===== config.mk =====
export PLATFORM = sky130hd
export DESIGN_NAME = carry_ring_shifter
export DESIGN_NICKNAME = d
export VERILOG_FILES = /design/src/rtl/shift_pkg.sv /design/src/rtl/shift_ctrl.sv /design/src/rtl/shift_datapath.sv /design/src/rtl/carry_ring_shifter.sv
export SDC_FILE = /design/constraint.sdc
export NUM_CORES = 1
export LEC_CHECK = 0
export CAP_MARGIN = 40
export CELL_PAD_IN_SITES_DETAIL_PLACEMENT = 1
export CELL_PAD_IN_SITES_GLOBAL_PLACEMENT = 1
export CORE_UTILIZATION = 25
export DETAILED_ROUTE_END_ITERATION = 7
export DONT_BUFFER_PORTS = 1
export PLACE_DENSITY_LB_ADDON = 0.15
export SLEW_MARGIN = 0
export SYNTH_ARGS = -nofsm -noshare
export SYNTH_HDL_FRONTEND = slang
export SYNTH_HIERARCHICAL = 1
export SYNTH_SLANG_ARGS = --single-unit

===== constraint.sdc =====
create_clock -name clk -period 1.2 [get_ports clk]
set_clock_uncertainty 0.15 [all_clocks]
set_input_delay 0.24 -clock clk [delete_from_list [all_inputs] [get_ports clk]]
set_output_delay 0.24 -clock clk [all_outputs]
set_load 0.01 [all_outputs]

===== src/rtl/shift_pkg.sv =====
package shift_pkg;
  // Strobes from the control to the datapath for one request.
  typedef struct packed {
    logic capture;   // load the result register on this edge
    logic useRight;  // place the fill pattern above the operand
    logic zeroFill;  // end-off mode: fill pattern is all zeros
  } ctlStrobes_t;
endpackage


===== src/rtl/shift_ctrl.sv =====
module shift_ctrl
  import shift_pkg::*;
#(
  parameter int CNT_W = 5
) (
  input  logic             clk,
  input  logic             rstN,
  input  logic             reqValid,
  input  logic [CNT_W-1:0] reqCount,
  input  logic             reqRight,
  input  logic             reqEndOff,
  output ctlStrobes_t      strobes,
  output logic [CNT_W-1:0] amount,
  output logic             resValid
);
  // The datapath only shifts left. A right shift of n becomes a left
  // shift of (2**CNT_W - 1 - n) on a word whose fill sits above the operand.
  always_comb begin
    strobes.capture  = reqValid;
    strobes.useRight = reqRight;
    strobes.zeroFill = reqEndOff;
    amount           = reqRight ? ~reqCount : reqCount;
  end

  always_ff @(posedge clk or negedge rstN) begin
    if (!rstN) resValid <= 1'b0;
    else       resValid <= reqValid;
  end
endmodule


===== src/rtl/shift_datapath.sv =====
module shift_datapath
  import shift_pkg::*;
#(
  parameter int ACC_W = 16,
  parameter int CNT_W = 5
) (
  input  logic             clk,
  input  logic             rstN,
  input  ctlStrobes_t      strobes,
  input  logic [CNT_W-1:0] amount,
  input  logic [ACC_W-1:0] reqAcc,
  input  logic             reqCarry,
  output logic [ACC_W-1:0] resAcc,
  output logic             resCarry
);
  localparam int WORD_W = ACC_W + 1;
  localparam int MAX_SH = (1 << CNT_W) - 1;
  localparam int EXT_W  = WORD_W + MAX_SH;
  localparam int LEFT_OFS = WORD_W - (MAX_SH % WORD_W);

  logic [WORD_W-1:0] word;
  logic [MAX_SH-1:0] fillLeft;
  logic [MAX_SH-1:0] fillRight;
  logic [EXT_W-1:0]  extWord;
  logic [EXT_W-1:0]  stage [CNT_W+1];
  logic [WORD_W-1:0] shifted;

  assign word = {reqCarry, reqAcc};

  // Fill patterns: the bits that enter the result window from outside the
  // operand. In circular mode they repeat the operand modulo WORD_W.
  for (genvar j = 0; j < MAX_SH; j++) begin : g_fill
    assign fillLeft[j]  = strobes.zeroFill ? 1'b0 : word[(j + LEFT_OFS) % WORD_W];
    assign fillRight[j] = strobes.zeroFill ? 1'b0 : word[j % WORD_W];
  end

  assign extWord = strobes.useRight ? {fillRight, word} : {word, fillLeft};

  // Logarithmic left shifter, one stage per count bit.
  assign stage[0] = extWord;
  for (genvar s = 0; s < CNT_W; s++) begin : g_stage
    assign stage[s+1] = amount[s] ? (stage[s] << (1 << s)) : stage[s];
  end

  assign shifted = stage[CNT_W][EXT_W-1:MAX_SH];

  always_ff @(posedge clk or negedge rstN) begin
    if (!rstN) begin
      resAcc   <= '0;
      resCarry <= 1'b0;
    end else if (strobes.capture) begin
      resAcc   <= shifted[ACC_W-1:0];
      resCarry <= shifted[ACC_W];
    end
  end
endmodule


===== src/rtl/carry_ring_shifter.sv =====
module carry_ring_shifter
  import shift_pkg::*;
#(
  parameter int ACC_W = 16,
  parameter int CNT_W = 5
) (
  input  logic             clk,
  input  logic             rstN,
  input  logic             reqValid,
  input  logic [ACC_W-1:0] reqAcc,
  input  logic             reqCarry,
  input  logic [CNT_W-1:0] reqCount,
  input  logic             reqRight,
  input  logic             reqEndOff,
  output logic             resValid,
  output logic [ACC_W-1:0] resAcc,
  output logic             resCarry
);
  ctlStrobes_t      strobes;
  logic [CNT_W-1:0] amount;

  shift_ctrl #(.CNT_W(CNT_W)) ctrl_i (
    .clk(clk), .rstN(rstN), .reqValid(reqValid), .reqCount(reqCount),
    .reqRight(reqRight), .reqEndOff(reqEndOff), .strobes(strobes),
    .amount(amount), .resValid(resValid)
  );

  shift_datapath #(.ACC_W(ACC_W), .CNT_W(CNT_W)) dp_i (
    .clk(clk), .rstN(rstN), .strobes(strobes), .amount(amount),
    .reqAcc(reqAcc), .reqCarry(reqCarry), .resAcc(resAcc), .resCarry(resCarry)
  );
endmodule


==> key figures <==
Outcome
  – Outcome: finished, violations left
  – Failing checks: setup timing

Pwr
  – Pleak: 0.00253 uW
  – Sw Ratio: 40.9%
  – Peak VDD IR: 0.442 mV
  – Combinational share of power: 69.3%
  – Clock network power share: 14.1%
  – Psw: 2260 uW
  – Power Density: 897 mW/mm^2
  – Pint: 3260 uW
  – Sequential Power Share: 16.6%

Worst setup path
  – Setup CP Type: in2reg
  – Worst R2R Setup Slack: 30 ps
  – Critical R2R Capture: dp_i/resAcc[7]
  – Delay of the slowest critical-path stage: 390 ps
  – Crit path launch type: input port
  – Max FO, Critical Path: 8
  – Reg2Reg Launch Point: dp_i/resAcc[7]
  – CP Capture Type: flop
  – Critical-path cell with the highest stage delay: or3_4
  – Crit path DAT: 2180 ps
  – Crit path launch: reqCount[0]
  – CP delay by family, top: compound AO/OA/AOI/OAI gates
  – R2R cell count: 2
  – Crit-path cells: xor2_4, buf_8, buf_6, or2_4, or3_4, a31oi_4, a31oi_2, a32o_1, a2111o_1
  – CP required: 1190 ps
  – Bufs and invs on worst path: 2

Logic synthesis
  – Synth Instances: 484
  – Synth Net Count: 511
  – Largest cells by area after synthesis: mux4_2 18%, mux2i_1 13%, dfrtp_1 11%
  – Async set-reset flop share out of synthesis: 100%
  – Post-synth top area cell: mux4_2
  – Synthesized cell area: 0.00427 mm^2
  – Post-synthesis register bit count: 18
  – Share of the synthesized area in the top cell type: 17.9%
  – Ys Warns: 6
  – Dominant synthesized flop cell: dfrtp_1
  – Post-synth EDFFs: 0
  – Register area share after synthesis: 10.5%
  – Distinct cells, synth: 71
  – Syn avg cell area: 8.83 um^2

STA
  – Final setup fails: 17
  – Least-Margin Pin Slew: 481 ps
  – Max transition margin: 67.9%
  – Final period utilization: 183%
  – Pins Over Slew Limit: 0
  – Max Fclk: 0.455 GHz
  – Fin Setup TNS: -15,130 ps
  – Final Hold Viols: 0
  – RSZ-0062 raised after global routing: yes
  – Tmin final: 2200 ps
  – Worst setup margin: -996 ps

Global routing
  – Antenna violations before repair: 0
  – Largest net degree at the start of global routing: 84
  – Grt met1 use: 33.5%
  – Grt ovf: 0
  – Met2 GRT Util: 40.2%
  – Number of global-route vias before repair: 5,000
  – Busiest grt layer: met2
  – GR Util met3: 3.95%
  – All-Layer GR Usage: 24.7%
  – First-pass GRT wire length: 32,600 um

Layout
  – Most frequent cells in the layout: 137 x buf_4, 49 x mux2i_1, 36 x nand2_1
  – Fraction of layout cells with a size suffix above 1: 50.1%
  – # diodes: 0
  – Commonest non-fill, non-tap cell in the layout: buf_4
  – Area delta synth->final: 44.2%
  – Final #Nets: 627
  – Final core occ: 37.0%

Clock network
  – CTS buffer count: 3
  – Clk buf depth: 2
  – Clock sinks: 18
  – Clock Latency Late Sink: 250 ps
  – Clk root buf: clkbuf_16
  – Clock Pin Slew Worst Setup and Hold Paths: 60 ps
  – H-tree depth: 1
  – CTS tree: yes

Worst hold path
  – Hold Path Stages: 2
  – Hold Crit Endpoint: dp_i/resCarry
  – HP Start: reqValid
  – Path category of the worst min-delay check: in2reg

Route
  – Routed Antenna Nets: 0
  – Final wirelength: 21,600 um
  – DRT Pass-1 Iters: 5
  – Post-DR wirelength/cell: 26.3 um
  – Via count: 4,734
  – Detailed Route Iter0 Violations: 370
  – # DRC: 0
  – Via density: 5.78

Floorplan
  – Die X: 133 um
  – Core area: 0.0166 mm^2
  – Die H: 133 um
  – I/O Pins: 45
  – Row count: 47
  – Initial Utilization: 25.7%
  – Die footprint: 0.0176 mm^2

Placed design
  – Port Buffers: 0
  – Placer Congestion: 0.864
  – Hpwl dp: 16,600 um

Run
  – Number of max-cap violations: 0
[through the flow]
stage               power [uW]  setup slack (ps)  cells  instance area, um^2  hold WS, ps
global route              5810             -1070    819                 6160         39.2
floorplan                 2880             -1120    484                 4310         -206
detailed placement        4130             -1590    798                 5400         -205
CTS                       5280              -990    813                 5910         18.7
finish                    5530              -996    819                 6160         33.6
global placement          4090             -1480    798                 5400         -205
[layout make-up]
| type | instances | area, um^2 |
|---|---|---|
| flip-flops and latches | 18 | 450 |
| fillers | 1888 | 10500 |
| repair buffers | 169 | 1480 |
| inverters | 7 | 32.5 |
| well taps | 220 | 275 |
| multi-input cells | 401 | 3840 |
| clock buffers | 4 | 88.8 |
[what timing repair did]
item / CTS / global route
hold buffers: 2 / 0
endpoints found under the hold margin: 19 / 0
gates resized for setup: 72 / 39
setup buffers: 10 / 5
cloned: 0 / 1
endpoints found under the setup margin: 18 / 21
pin swaps: 18 / 20
[worst reg2reg max path, cell delays in order, from the launching register on]
cell and delay (ps):
dfrtp_1 380, a222oi_1 340, o211ai_1 160
[cell usage after synthesis, types with 4 or more instances]
cell,instances
buf_4,11
nand2b_1,6
a22o_1,6
a211oi_1,4
mux4_2,34
nor3_1,8
a21o_1,4
o21ai_0,15
buf_6,12
and2b_2,4
buf_2,13
o211ai_1,7
a21oi_1,13
o22ai_1,8
nor2b_1,23
mux2_2,13
and2_1,4
a22oi_1,24
nor3b_1,5
dfrtp_1,18
or2_2,5
a31oi_1,13
nand2_1,38
xor2_1,5
mux2i_1,56
nand3_1,15
nor2_1,35
clkbuf_1,14
inv_1,4
[flip-flops by register name, summed over array words and instances, names as in the netlist]
name / cells
ctrl_i/resValid: 1
dp_i/resAcc: 16
dp_i/resCarry: 1
[kinds of logic after synthesis]
logic type,synth area share [%]
AND/OR/NAND/NOR,18.9
AO/OA/AOI/OAI,23.2
multiplexers,36.3
buffers and inverters,10.1
flip-flops,10.5
XOR/XNOR,1.03
[per-layer routing]
metal | vias to the layer above | share of wire [%]
met2 | 165 | 47
met5 | - | 0
met1 | 2423 | 45
met3 | 41 | 6.0
met4 | 0 | 2.7
li1 | 2105 | -
[worst max path at each step]
stage / slack [ps] / endpoint / cells after the start
after floorplan: -1120 / dp_i/resAcc[2] / 10
after global placement: -1480 / dp_i/resAcc[2] / 9
after detailed placement: -1590 / dp_i/resAcc[2] / 9
after CTS: -990 / dp_i/resAcc[2] / 9
after global routing: -1070 / dp_i/resAcc[2] / 9
final: -1000 / dp_i/resAcc[2] / 9
[power groups by stage]
stage                     Combinational, uW  Clock [uW]  Sequential [uW]
after CTS                              3580         781              924
after global routing                   4060         813              938
final                                  3830         781              915
after global placement                 3180           0              915
after detailed placement               3210           0              922
after floorplan                        1960           0              915
Note: power is estimated with default switching activity, not from simulation.
